--- src/rtl/mem_port_mux_pkg.sv ---
package mem_port_mux_pkg;

  localparam int MAX_REQ = 9;

  typedef enum logic [1:0] {
    ADDR_CPU   = 2'b00,
    ADDR_CHAN  = 2'b01,
    ADDR_FIELD = 2'b10,
    ADDR_NONE  = 2'b11
  } addr_src_e;

  typedef struct packed {
    logic                 rdLoad;
    addr_src_e            addrMode;
    logic [MAX_REQ-1:0]   wrGate;
  } mux_ctl_t;

endpackage

--- src/rtl/mem_port_mux_ctrl.sv ---
module mem_port_mux_ctrl
  import mem_port_mux_pkg::*;
#(
  parameter int NUM_CHAN = 4,
  localparam int NUM_REQ = NUM_CHAN + 1
) (
  input  logic               clk,
  input  logic               rstN,
  input  logic [NUM_REQ-1:0] grant,
  input  logic               memRdValid,
  input  logic [1:0]         addrSrc,
  output mux_ctl_t           ctl,
  output logic [NUM_REQ-1:0] rdStrobe
);

  always_comb begin
    ctl                       = '0;
    ctl.rdLoad                = memRdValid;
    ctl.addrMode              = addr_src_e'(addrSrc);
    ctl.wrGate[NUM_REQ-1:0]   = grant;
  end

  always_ff @(posedge clk or negedge rstN) begin
    if (!rstN)           rdStrobe <= '0;
    else if (memRdValid) rdStrobe <= grant;
    else                 rdStrobe <= '0;
  end

  // Input assumption: at most one owner per cycle
  p_grant_onehot_r2: assert property (@(posedge clk) disable iff (!rstN)
    $onehot0(grant));

  p_strobe_follow_r2: assert property (@(posedge clk) disable iff (!rstN)
    memRdValid |=> rdStrobe == $past(grant));

  p_strobe_idle_r3: assert property (@(posedge clk) disable iff (!rstN)
    !memRdValid |=> rdStrobe == '0);

endmodule

--- src/rtl/mem_port_mux_dp.sv ---
module mem_port_mux_dp
  import mem_port_mux_pkg::*;
#(
  parameter int NUM_CHAN = 4,
  parameter int WORD_W   = 36,
  parameter int ADDR_W   = 15,
  localparam int NUM_REQ  = NUM_CHAN + 1,
  localparam int CH_IDX_W = $clog2(NUM_CHAN + 1)
) (
  input  logic                       clk,
  input  logic                       rstN,
  input  mux_ctl_t                   ctl,
  input  logic [WORD_W-1:0]          memRdData,
  input  logic [WORD_W-1:0]          cpuWrData,
  input  logic [WORD_W*NUM_CHAN-1:0] chanWrData,
  input  logic [ADDR_W-1:0]          cpuAddr,
  input  logic [ADDR_W*NUM_CHAN-1:0] chanAddr,
  input  logic [CH_IDX_W-1:0]        addrChan,
  output logic [WORD_W-1:0]          rdBus,
  output logic [WORD_W-1:0]          memWrData,
  output logic [ADDR_W-1:0]          memAddr,
  output logic [ADDR_W*NUM_CHAN-1:0] chanLocAddr
);

  // Read bus register
  always_ff @(posedge clk or negedge rstN) begin
    if (!rstN)           rdBus <= '0;
    else if (ctl.rdLoad) rdBus <= memRdData;
  end

  // Gated OR write bus, independent of the read path
  logic [WORD_W-1:0] gatedWr [NUM_REQ];
  assign gatedWr[0] = cpuWrData & {WORD_W{ctl.wrGate[0]}};

  for (genvar k = 1; k < NUM_REQ; k++) begin : g_chanGate
    assign gatedWr[k] = chanWrData[(k-1)*WORD_W +: WORD_W] & {WORD_W{ctl.wrGate[k]}};
  end

  always_comb begin
    memWrData = '0;
    for (int k = 0; k < NUM_REQ; k++) memWrData = memWrData | gatedWr[k];
  end

  logic unusedGate;
  assign unusedGate = ^ctl.wrGate;

  // Address selector
  logic [ADDR_W-1:0] chanPick;
  always_comb begin
    chanPick = '0;
    for (int k = 0; k < NUM_CHAN; k++)
      if (int'(addrChan) == k) chanPick = chanAddr[k*ADDR_W +: ADDR_W];
  end

  always_comb begin
    unique case (ctl.addrMode)
      ADDR_CPU:   memAddr = cpuAddr;
      ADDR_CHAN:  memAddr = chanPick;
      ADDR_FIELD: memAddr = rdBus[ADDR_W-1:0];
      default:    memAddr = '0;
    endcase
  end

  for (genvar k = 0; k < NUM_CHAN; k++) begin : g_locFan
    assign chanLocAddr[k*ADDR_W +: ADDR_W] = memAddr;
  end

  p_rdbus_load_r2: assert property (@(posedge clk) disable iff (!rstN)
    ctl.rdLoad |=> rdBus == $past(memRdData));

  p_rdbus_hold_r3: assert property (@(posedge clk) disable iff (!rstN)
    !ctl.rdLoad |=> $stable(rdBus));

endmodule

--- src/rtl/mem_port_mux.sv ---
module mem_port_mux
  import mem_port_mux_pkg::*;
#(
  parameter int NUM_CHAN = 4,
  parameter int WORD_W   = 36,
  parameter int ADDR_W   = 15,
  localparam int NUM_REQ  = NUM_CHAN + 1,
  localparam int CH_IDX_W = $clog2(NUM_CHAN + 1)
) (
  input  logic                       clk,
  input  logic                       rstN,
  input  logic [NUM_REQ-1:0]         grant,
  input  logic                       memRdValid,
  input  logic [WORD_W-1:0]          memRdData,
  output logic [WORD_W-1:0]          rdBus,
  output logic [NUM_REQ-1:0]         rdStrobe,
  input  logic [WORD_W-1:0]          cpuWrData,
  input  logic [WORD_W*NUM_CHAN-1:0] chanWrData,
  output logic [WORD_W-1:0]          memWrData,
  input  logic [1:0]                 addrSrc,
  input  logic [CH_IDX_W-1:0]        addrChan,
  input  logic [ADDR_W-1:0]          cpuAddr,
  input  logic [ADDR_W*NUM_CHAN-1:0] chanAddr,
  output logic [ADDR_W-1:0]          memAddr,
  output logic [ADDR_W*NUM_CHAN-1:0] chanLocAddr
);

  mux_ctl_t ctl;

  mem_port_mux_ctrl #(.NUM_CHAN(NUM_CHAN)) u_ctrl (
    .clk(clk), .rstN(rstN), .grant(grant), .memRdValid(memRdValid),
    .addrSrc(addrSrc), .ctl(ctl), .rdStrobe(rdStrobe)
  );

  mem_port_mux_dp #(.NUM_CHAN(NUM_CHAN), .WORD_W(WORD_W), .ADDR_W(ADDR_W)) u_dp (
    .clk(clk), .rstN(rstN), .ctl(ctl), .memRdData(memRdData),
    .cpuWrData(cpuWrData), .chanWrData(chanWrData), .cpuAddr(cpuAddr),
    .chanAddr(chanAddr), .addrChan(addrChan), .rdBus(rdBus),
    .memWrData(memWrData), .memAddr(memAddr), .chanLocAddr(chanLocAddr)
  );

  p_wr_zero_r4: assert property (@(posedge clk) disable iff (!rstN)
    (grant == '0) |-> (memWrData == '0));

  p_strobe_onehot_r2: assert property (@(posedge clk) disable iff (!rstN)
    $onehot0(rdStrobe));

endmodule

--- config.mk ---
export PLATFORM = sky130hd
export DESIGN_NAME = mem_port_mux
export DESIGN_NICKNAME = d
export VERILOG_FILES = /design/src/rtl/mem_port_mux_pkg.sv /design/src/rtl/mem_port_mux_ctrl.sv /design/src/rtl/mem_port_mux_dp.sv /design/src/rtl/mem_port_mux.sv
export SDC_FILE = /design/constraint.sdc
export NUM_CORES = 1
export LEC_CHECK = 0
export ABC_AREA = 1
export BUFFER_PORTS_ARGS = -buffer_cell sky130_fd_sc_hd__buf_2
export CAP_MARGIN = 40
export CORE_AREA = 5 5 172 174
export CTS_BUF_LIST = sky130_fd_sc_hd__clkbuf_8
export CTS_CLUSTER_DIAMETER = 120
export DETAILED_ROUTE_END_ITERATION = 8
export DIE_AREA = 0 0 177 179
export GPL_TIMING_DRIVEN = 0
export SYNTH_ARGS = -nofsm -noshare
export SYNTH_HDL_FRONTEND = slang
export SYNTH_SLANG_ARGS = --single-unit
--- constraint.sdc ---
create_clock -name clk -period 2 [get_ports clk]
set_input_delay 0.4 -clock clk [delete_from_list [all_inputs] [get_ports clk]]
set_output_delay 0.4 -clock clk [all_outputs]
set_load 0.005 [all_outputs]
# ---- Word-level counts from Yosys, hierarchy flattened
# Cells that the tools add are included.
dict set report totals {
  register_bits 41
  input_bits 304
  out_inout_bits 152
  wordCells 24
}
dict set report op_classes {
  n_eq_ne 5
  n_mux 6
  bitwise_logic 9
  reduce_logical 2
}
# operator count
set ops {}
lappend ops {{$and 36x36->36} 5}
lappend ops {{$or 36x36->36} 4}
lappend ops {{$mux 15} 4}
lappend ops {{$pmux 15 s3} 1}
lappend ops {{$eq 3x3->1 const B} 2}
lappend ops {{$mux 5} 1}
lappend ops {{$eq 3x2->1 const B} 1}
lappend ops {{$logic_not 3->1} 1}
lappend ops {{$eq 2x1->1 const B} 1}
lappend ops {{$eq 2x2->1 const B} 1}
lappend ops {{$logic_not 2->1} 1}

# ---- Logic depth before layout (Yosys ltp)
# Gate-level depths: netlist (run 1).
dict set report depth {
  word_depth 6
  mapped_depth 8
  mapped_depth_nobuf 6
}

# ---- Hierarchy
# Synthesis (run 1) repeated with hierarchy kept, for this count alone.
dict set report unflattened {
  hier_cells 626
  area_unflattened_um2 4154.0
}
# mod n_inst cells_each area_each_um2 seq_area_each_um2
set by_module_without_submodules {}
lappend by_module_without_submodules {mem_port_mux_dp 1 598 3897.5 900.9}
lappend by_module_without_submodules {mem_port_mux_ctrl 1 28 256.5 125.1}

# ---- Worst setup path after synthesis (run 1)
# No wires, ideal clock.
dict set report synth_path {
  path_kind {in2out}
  start {input addrChan[0]}
  end {output chanLocAddr[15]}
  arrival_time_ps 1336
  required_time_ps 1600
  path_slack_ps 264
  stages 7
  n_path_buf 2
  path_cell_list {inv_2 > clkbuf_1 > nand3_1 > nand3_1 > nand2_1 > nand3_1 > buf_4}
}
dict set report synth_between {
  elab_chain_cells 6
}
# item line
set synth_rtl {}
lappend synth_rtl {{start, declared} mem_port_mux.sv:21} ;# input logic [CH_IDX_W-1:0] addrChan,
lappend synth_rtl {{$logic_not 3->1} mem_port_mux_dp.sv:52} ;# if (int'(addrChan) == k) chanPick = chanAddr[k*ADDR_W +: ADDR_W];
lappend synth_rtl {{$mux 15 (3 in a row)} mem_port_mux_dp.sv:52}
lappend synth_rtl {{$mux 15 (*)} mem_port_mux_dp.sv:52}
lappend synth_rtl {{$pmux 15 s3 (*)} mem_port_mux_dp.sv:56} ;# unique case (ctl.addrMode)
lappend synth_rtl {{end, declared} mem_port_mux.sv:25} ;# output logic [ADDR_W*NUM_CHAN-1:0] chanLocAddr
# Every way passes the cells marked *; elsewhere a longest branch is shown, timed or not.

# ---- Worst setup path after layout (run 1)
dict set report layout_path {
  start {input grant[1]}
  end {output memWrData[28]}
}
dict set report layout_between {
  elab_chain_cells 5
}
# item line
set layout_rtl {}
lappend layout_rtl {{start, declared} mem_port_mux.sv:12} ;# input logic [NUM_REQ-1:0] grant,
lappend layout_rtl {{$and 36x36->36} mem_port_mux_dp.sv:36} ;# assign gatedWr[k] = chanWrData[(k-1)*WORD_W +: WORD_W] & {WORD_W{ctl.wrGate[k]}};
lappend layout_rtl {{$or 36x36->36 (4 in a row)} mem_port_mux_dp.sv:41} ;# for (int k = 0; k < NUM_REQ; k++) memWrData = memWrData | gatedWr[k];
lappend layout_rtl {{end, declared} mem_port_mux.sv:19} ;# output logic [WORD_W-1:0] memWrData,
# No other way between the ends.

==> tab_implementation.tex, run 1 <==
\begin{tabular}{lr}
\hline
Metric & Value \\
\hline
\multicolumn{2}{l}{\textbf{Yosys}} \\
\quad Synthesized netlist net count & 862 \\
\quad Post-synthesis instance area & 0.003795 mm² \\
\quad Cell count after synthesis & 558 \\
\quad Syn avg cell area & 6.801 µm² \\
\quad Yosys synthesis warning count & 0 \\
\quad Largest area contributor in the netlist & sky130\_fd\_sc\_hd\_\_dfrtp\_1 \\
\quad Sequential fraction of the synthesis area & 27.04\% \\
\quad Top area cells in the synthesized netlist & sky130\_fd\_sc\_hd\_\_dfrtp\_1 27\%, sky130\_fd\_sc\_hd\_\_nand2\_1 24\%, sky130\_fd\_sc\_hd\_\_buf\_4 12\% \\
\quad \#FFs+latches synth & 41 \\
\quad Yosys cell types & 18 \\
\quad Yosys top cell area share & 27.04\% \\
\multicolumn{2}{l}{\textbf{CTS}} \\
\quad Clock Latency Late Sink & 0.29 ns \\
\quad Number of buffers on the longest clock path & 2 \\
\quad Clock Tree Root & sky130\_fd\_sc\_hd\_\_clkbuf\_8 \\
\quad H-tree depth & 2 \\
\quad Clock-pin slew of the registers on the worst-case setup and hold paths & 0.09 ns \\
\quad TritonCTS clock tree & built \\
\quad Clock Sinks & 41 \\
\quad Number of clock buffers inserted by TritonCTS & 5 \\
\multicolumn{2}{l}{\textbf{Layout}} \\
\quad Highest-count cells in the layout ignoring fill and taps & 455 x sky130\_fd\_sc\_hd\_\_buf\_2, 241 x sky130\_fd\_sc\_hd\_\_nand2\_1, 62 x sky130\_fd\_sc\_hd\_\_buf\_4 \\
\quad Layout cell share with drive strength beyond 1 & 61.37\% \\
\quad Leading cell type in the layout, fill and taps excluded & sky130\_fd\_sc\_hd\_\_buf\_2 \\
\quad Final Instance Area & 0.007086 mm² \\
\quad Area growth, synth to finish & 86.71\% \\
\quad Final Net Count & 1,328 \\
\multicolumn{2}{l}{\textbf{Placed design}} \\
\quad Last weighted congestion value of the routability-driven placer & 0.8788 \\
\quad Estimated wirelength of the detail-placed design & 21.67 mm \\
\quad Port Buffer Count & 449 \\
\quad Placed cell areas & 0.006535 mm² \\
\multicolumn{2}{l}{\textbf{Timing}} \\
\quad Setup violation total in the final timing report & 0 \\
\quad Clock skew & 0 ns \\
\quad Setup repair after global routing missed its margin & true \\
\quad Fraction of the cycle the final worst path needs & 98.83\% \\
\quad Final critical-path required period & 1.977 ns \\
\quad Sum of negative setup slack & 0 ns \\
\quad Actual transition at the worst max-transition pin & 0.4982 ns \\
\quad F\_max & 0.5059 GHz \\
\quad Slew HR & 66.79\% \\
\quad Final hold violation count & 0 \\
\quad Final number of max-transition violations & 0 \\
\multicolumn{2}{l}{\textbf{Routing}} \\
\quad Wire length after detailed routing & 24.84 mm \\
\quad Met2 wirelength from detailed routing & 12.98 mm \\
\quad Antenna Nets Post-Route & 0 \\
\quad Met1 Wirelength & 8.649 mm \\
\quad DR top layer & met5 \\
\quad Post-DR wirelength/cell & 17.68 µm \\
\quad Metal3 WL & 2.066 mm \\
\quad Count of routing violations after the opening detailed-route iteration & 232 \\
\quad Pre-antenna DRT Iters & 5 \\
\quad Per-cell via count in the routed design & 4.032 \\
\quad Post-detailed-route DRC marker count & 0 \\
\quad Via count & 5,665 \\
\multicolumn{2}{l}{\textbf{Die}} \\
\quad Standard-cell rows & 61 \\
\quad Effective utilization at floorplan & 13.74\% \\
\quad Placeable core region & 0.02763 mm² \\
\quad DIE HEIGHT & 179 µm \\
\quad Top-Level Pins & 456 \\
\quad Die outline width & 177 µm \\
\quad Area of the die & 0.03168 mm² \\
\multicolumn{2}{l}{\textbf{Critical path}} \\
\quad Class of the most critical setup path & in2out \\
\quad Launching element type of the critical path & input port \\
\quad Worst-case reg-to-reg path depth & 1 \\
\quad Critical Path End Type & primary output \\
\quad Top fanout value on the critical path & 10 \\
\quad CP arrival & 1.58 ns \\
\quad Worst endpoint required time & 1.60 ns \\
\multicolumn{2}{l}{\textbf{Pwr}} \\
\quad Power Total & 3020 µW \\
\quad Leakage power summed over all cells & 0.004053 µW \\
\quad Power density normalized to cell area & 426.2 mW/mm² \\
\quad Max IR drop VDD & 232.7 µV \\
\multicolumn{2}{l}{\textbf{Job}} \\
\quad Max-cap violations & 0 \\
\multicolumn{2}{l}{\textbf{Hold path}} \\
\quad Kind of path behind the tightest hold check & in2async \\
\multicolumn{2}{l}{\textbf{Global routing}} \\
\quad Global router's overall resource usage & 14.20\% \\
\quad Number of antenna violations at the first check in global routing & 5 \\
\quad Via count of the first global-routing pass & 5,899 \\
\quad Overflow after GRT & 0 \\
\quad Wire length of the first global-routing pass & 34.18 mm \\
\quad Maximum number of pins on one net before global-route repair & 24 \\
\multicolumn{2}{l}{\textbf{Status}} \\
\quad Status & complete, no violations \\
\hline
\end{tabular}
cell usage after synthesis (all sizes together):
master and instances:
buf 76, o21ai 14, clkbuf 18, a221oi 36, nand3 46, a21oi 14
nor2 4, nand2 245, mux2 36, nor3 2, inv 24, nand4 2
dfrtp 41
power breakdown:
group / total (µW) / switching (µW) / internal, µW
Combinational: 1510 / 713 / 798
Clock: 551 / 310 / 241
Sequential: 958 / 52.0 / 906
per-layer routing:
| metal | global-route usage (%) | up-vias |
|---|---|---|
| met2 | 27.70 | 374 |
| met4 | 6.447 | 2 |
| met5 | 0 | - |
| met3 | 2.109 | 61 |
| li1 | - | 2727 |
| met1 | 14.93 | 2501 |
area by class of cell:
type	instances	area, µm²
fill	3070	20540
timing repair buffer	459	2374
multi-input combinational	399	2318
sequential	41	1026
buffer	94	701.9
tap	378	473.0
inverter	24	100.1
clock buffer	5	68.82
clock inverter	3	18.77
antenna	2	5.005
path summary, 6_finish.rpt:
check | from | end | slack [ns]
hold / removal | rstN | u_dp.rdBus[22]$_DFFE_PN0P_ | 0.03
setup reg to reg | u_dp.rdBus[1]$_DFFE_PN0P_ | u_dp.rdBus[1]$_DFFE_PN0P_ | 1.18
max in group asynchronous | rstN | u_dp.rdBus[1]$_DFFE_PN0P_ | 1.46
min in group clk | memRdData[32] | u_dp.rdBus[32]$_DFFE_PN0P_ | 0.32
hold reg to reg | u_dp.rdBus[19]$_DFFE_PN0P_ | u_dp.rdBus[19]$_DFFE_PN0P_ | 0.50
setup / recovery | grant[1] | memWrData[28] | 0.02
metrics by stage:
step                      hold WS [ns]  util [%]  setup slack (ns)  instances
after global placement          0.4843     23.58           -0.4954       1385
final                          0.03457     25.65           0.02350       1405
after global routing           0.05478     25.65         -0.003673       1405
after detailed placement        0.3705     23.65           -0.5032       1386
after CTS                      0.01607     24.89          0.001358       1399
after floorplan                 0.1044         -            0.2635        558
worst max-delay path, cell delays in order:
cell and delay (ns):
sky130_fd_sc_hd__clkbuf_2 0.22, sky130_fd_sc_hd__buf_4 0.26, sky130_fd_sc_hd__nand2_1 0.07, sky130_fd_sc_hd__nand2_1 0.07, sky130_fd_sc_hd__a221oi_2 0.28, sky130_fd_sc_hd__nand2_1 0.10, sky130_fd_sc_hd__buf_2 0.16
sequential cells by signal, indices dropped and copies added (netlist names):
register         cells
u_dp.rdBus          36
u_ctrl.rdStrobe      5
repair_timing:
action | CTS | global route
setup endpoints to repair | 88 | 71
hold buffers | 0 | 0
pin swaps | 6 | 9
cloned | 1 | 2
buffers inserted | 4 | 3
gates resized for setup | 64 | 50
kinds of logic (layout without fill, tap and decap cells):
logic type             Yosys count  after routing  share of synthesized area [%]
AND/OR/NAND/NOR                299            299                          32.15
flip-flops                      41             41                          27.04
multiplexers                    36             36                          10.68
AO/OA/AOI/OAI                   64             64                          12.00
other                            0              2                              0
buffers and inverters          118            585                          18.13
Note: power is estimated with default switching activity, not from simulation.
==> inputs of run 2 (changes only) <==
- BUFFER_PORTS_ARGS: -buffer_cell sky130_fd_sc_hd__buf_2 -> -buffer_cell sky130_fd_sc_hd__buf_4
==> run 2 against run 1 <==
  * Via count grew 1.2%
  * Sequential power is essentially flat
  * Combinational power grew 23%
  * Critical endpoint is now chanLocAddr[19]
  * Highest routed layer is now met4
  * Cell area grew 17%
  * Non-clock buffer count shrank 2
  * Global-route usage grew 0.63 points
  * First-iteration DRC count shrank 34%
==> tab_implementation.tex, run 2 (synthesized netlist as in run 1, its figures left out) <==
\begin{tabular}{lr}
\hline
Metric & Value \\
\hline
\multicolumn{2}{l}{\textbf{Layout}} \\
\quad Layout cell share with drive strength beyond 1 & 62.95\% (+1.6 points) \\
\quad Final Net Count & 1,326 (-0.15\%) \\
\quad Filler cell count & 3,017 (-1.7\%) \\
\quad Leading cell type in the layout, fill and taps excluded & sky130\_fd\_sc\_hd\_\_buf\_4 \\
\quad Highest-count cells in the layout ignoring fill and taps & 500 x sky130\_fd\_sc\_hd\_\_buf\_4, 233 x sky130\_fd\_sc\_hd\_\_nand2\_1, 41 x sky130\_fd\_sc\_hd\_\_dfrtp\_1 \\
\quad Final cell count without fillers & 1,403 (-0.14\%) \\
\quad Top reg by flops & u\_dp.rdBus \\
\quad Post-layout utilization of the core & 30.09\% (+4.4 points) \\
\quad Max reg flops & 36 (unchanged) \\
\quad Final Instance Area & 0.008314 mm² (+17\%) \\
\quad Area growth, synth to finish & 119.1\% \\
\quad Leading registers by flop count & u\_dp.rdBus x36, u\_ctrl.rdStrobe x5 \\
\multicolumn{2}{l}{\textbf{Die}} \\
\quad Top-Level Pins & 456 (unchanged) \\
\quad Area of the die & 0.03168 mm² (unchanged) \\
\quad Effective utilization at floorplan & 13.74\% (unchanged) \\
\quad Standard-cell rows & 61 (unchanged) \\
\quad Die outline width & 177 µm (unchanged) \\
\quad DIE HEIGHT & 179 µm (unchanged) \\
\quad Placeable core region & 0.02763 mm² (unchanged) \\
\multicolumn{2}{l}{\textbf{Placed design}} \\
\quad Port Buffer Count & 449 (unchanged) \\
\quad Placed cell areas & 0.007639 mm² (+17\%) \\
\quad Post-placement cell count & 1,385 (-0.072\%) \\
\quad Last weighted congestion value of the routability-driven placer & 0.8813 (+0.28\%) \\
\quad Estimated wirelength of the detail-placed design & 22.10 mm (+2.0\%) \\
\multicolumn{2}{l}{\textbf{Timing}} \\
\quad Setup violation total in the final timing report & 0 (unchanged) \\
\quad Final critical-path required period & 1.968 ns (-0.008866 ns) \\
\quad Final hold violation count & 0 (unchanged) \\
\quad Actual transition at the worst max-transition pin & 0.5333 ns (+0.03514 ns) \\
\quad Slew HR & 64.45\% (-2.3 points) \\
\quad F\_max & 0.5082 GHz (+0.45\%) \\
\quad Setup repair after global routing missed its margin & true \\
\quad Final number of max-transition violations & 0 (unchanged) \\
\quad Clock skew & 0 ns (unchanged) \\
\quad Fin Hold WS & 0.07117 ns (+0.03660 ns) \\
\quad Fraction of the cycle the final worst path needs & 98.38\% (-0.44 points) \\
\multicolumn{2}{l}{\textbf{Pwr}} \\
\quad Max IR drop VDD & 248.1 µV (+6.6\%) \\
\quad Power density normalized to cell area & 419.3 mW/mm² (-1.6\%) \\
\quad Leakage power summed over all cells & 0.004481 µW (+11\%) \\
\quad Power Total & 3486 µW (+15\%) \\
\multicolumn{2}{l}{\textbf{Routing}} \\
\quad Antenna Nets Post-Route & 0 (unchanged) \\
\quad Wire length after detailed routing & 25.46 mm (+2.5\%) \\
\quad Pre-antenna DRT Iters & 4 (-1) \\
\quad Count of routing violations after the opening detailed-route iteration & 152 (-34\%) \\
\quad Post-DR wirelength/cell & 18.15 µm (+2.7\%) \\
\quad Post-detailed-route DRC marker count & 0 (unchanged) \\
\quad Per-cell via count in the routed design & 4.086 (+1.3\%) \\
\quad Via count & 5,732 (+1.2\%) \\
\multicolumn{2}{l}{\textbf{Critical path}} \\
\quad Top fanout value on the critical path & 5 (-5) \\
\quad Worst-case reg-to-reg path depth & 1 (unchanged) \\
\quad Launching element type of the critical path & input port \\
\quad Critical Path End Type & primary output \\
\quad CP arrival & 1.57 ns (about the same) \\
\quad Class of the most critical setup path & in2out \\
\quad Worst endpoint required time & 1.60 ns (about the same) \\
\multicolumn{2}{l}{\textbf{CTS}} \\
\quad Clock-pin slew of the registers on the worst-case setup and hold paths & 0.08 ns (about the same) \\
\quad H-tree depth & 2 (unchanged) \\
\quad Number of buffers on the longest clock path & 2 (unchanged) \\
\quad Clock Latency Late Sink & 0.29 ns (about the same) \\
\quad TritonCTS clock tree & built \\
\quad Number of buffers added to fix hold violations after cts & 0 (unchanged) \\
\quad Number of clock buffers inserted by TritonCTS & 5 (unchanged) \\
\quad Clock Tree Root & sky130\_fd\_sc\_hd\_\_clkbuf\_8 \\
\quad Clock Sinks & 41 (unchanged) \\
\multicolumn{2}{l}{\textbf{Status}} \\
\quad Status & complete, no violations \\
\multicolumn{2}{l}{\textbf{Job}} \\
\quad Max-cap violations & 0 (unchanged) \\
\multicolumn{2}{l}{\textbf{Global routing}} \\
\quad Global router's overall resource usage & 14.83\% (+0.63 points) \\
\quad Overflow after GRT & 0 (unchanged) \\
\quad Maximum number of pins on one net before global-route repair & 42 (+75\%) \\
\quad Wire length of the first global-routing pass & 35.97 mm (+5.2\%) \\
\quad Via count of the first global-routing pass & 6,187 (+4.9\%) \\
\quad Number of antenna violations at the first check in global routing & 2 (-3) \\
\multicolumn{2}{l}{\textbf{Hold path}} \\
\quad Kind of path behind the tightest hold check & in2async \\
\hline
\end{tabular}
==> run 2: cell types whose count changed in the layout (fill, tap and decap cells not counted), sizes merged <==
cell / delta
bufinv: +1
clkinvlp: -2
buf: -3
clkbuf: +1
clkinv: +1
==> run 2: what timing repair did <==
item / 4_1_cts / 5_1_grt
resized for setup: 65 / 77
pin swaps: 5 / 8
cloned: 1 / 2
endpoints found under the setup margin: 85 / 73
buffers inserted: 4 / 3
==> run 2: stage by stage <==
stage	setup WS [ns]	TNS, ns
finish	0.03236	0
global route	-0.03792	-0.7283
CTS	0.002959	0
detailed placement	-0.4799	-23.95
global placement	-0.5065	-25.83
floorplan	0.2635	0
==> run 2: worst paths after layout <==
check,startpoint,end,slack (ns)
max,addrChan[1],chanLocAddr[19],0.03
min,rstN,u_dp.rdBus[27]$_DFFE_PN0P_,0.07
max reg2reg,u_dp.rdBus[10]$_DFFE_PN0P_,u_dp.rdBus[10]$_DFFE_PN0P_,1.19
min reg2reg,u_dp.rdBus[28]$_DFFE_PN0P_,u_dp.rdBus[28]$_DFFE_PN0P_,0.51
max in group asynchronous,rstN,u_dp.rdBus[10]$_DFFE_PN0P_,1.55
min in group clk,memRdData[33],u_dp.rdBus[33]$_DFFE_PN0P_,0.32
==> run 2: metal layers <==
metal,vias to the layer above,wire [µm],GRT usage [%]
met2,359,13340,28.16
met4,0,1140,6.867
li1,2718,-,-
met3,46,2629,4.197
met1,2609,8357,14.94
met5,-,0,0
==> run 2: report_power, final <==
| group | internal (µW) | total (µW) | switching (µW) |
|---|---|---|---|
| clock | 370 | 678 | 308 |
| sequential | 906 | 959 | 52.7 |
| combinational | 1110 | 1850 | 735 |
| total | 2390 | 3490 | 1100 |
==> run 2: critical path: stages <==
cell and delay, ns:
sky130_fd_sc_hd__buf_6 0.12, sky130_fd_sc_hd__inv_4 0.07, sky130_fd_sc_hd__nor2_4 0.05, sky130_fd_sc_hd__buf_4 0.13, sky130_fd_sc_hd__buf_4 0.12, sky130_fd_sc_hd__o21ai_0 0.09, sky130_fd_sc_hd__nand3_2 0.11, sky130_fd_sc_hd__nand2_2 0.10
sky130_fd_sc_hd__nand3_4 0.10, sky130_fd_sc_hd__buf_4 0.14, sky130_fd_sc_hd__buf_4 0.12
==> run 2: layout make-up <==
type | count | area, µm² | area share [%]
repair buffers | 458 | 3470 | 41.73
multi-input cells | 399 | 2411 | 29.00
flip-flops and latches | 41 | 1026 | 12.34
plain buffers | 93 | 718.2 | 8.638
well taps | 378 | 473.0 | 5.688
inverters | 24 | 100.1 | 1.204
clock buffers | 5 | 68.82 | 0.8277
clock inverters | 3 | 42.54 | 0.5117
diodes | 2 | 5.005 | 0.06020
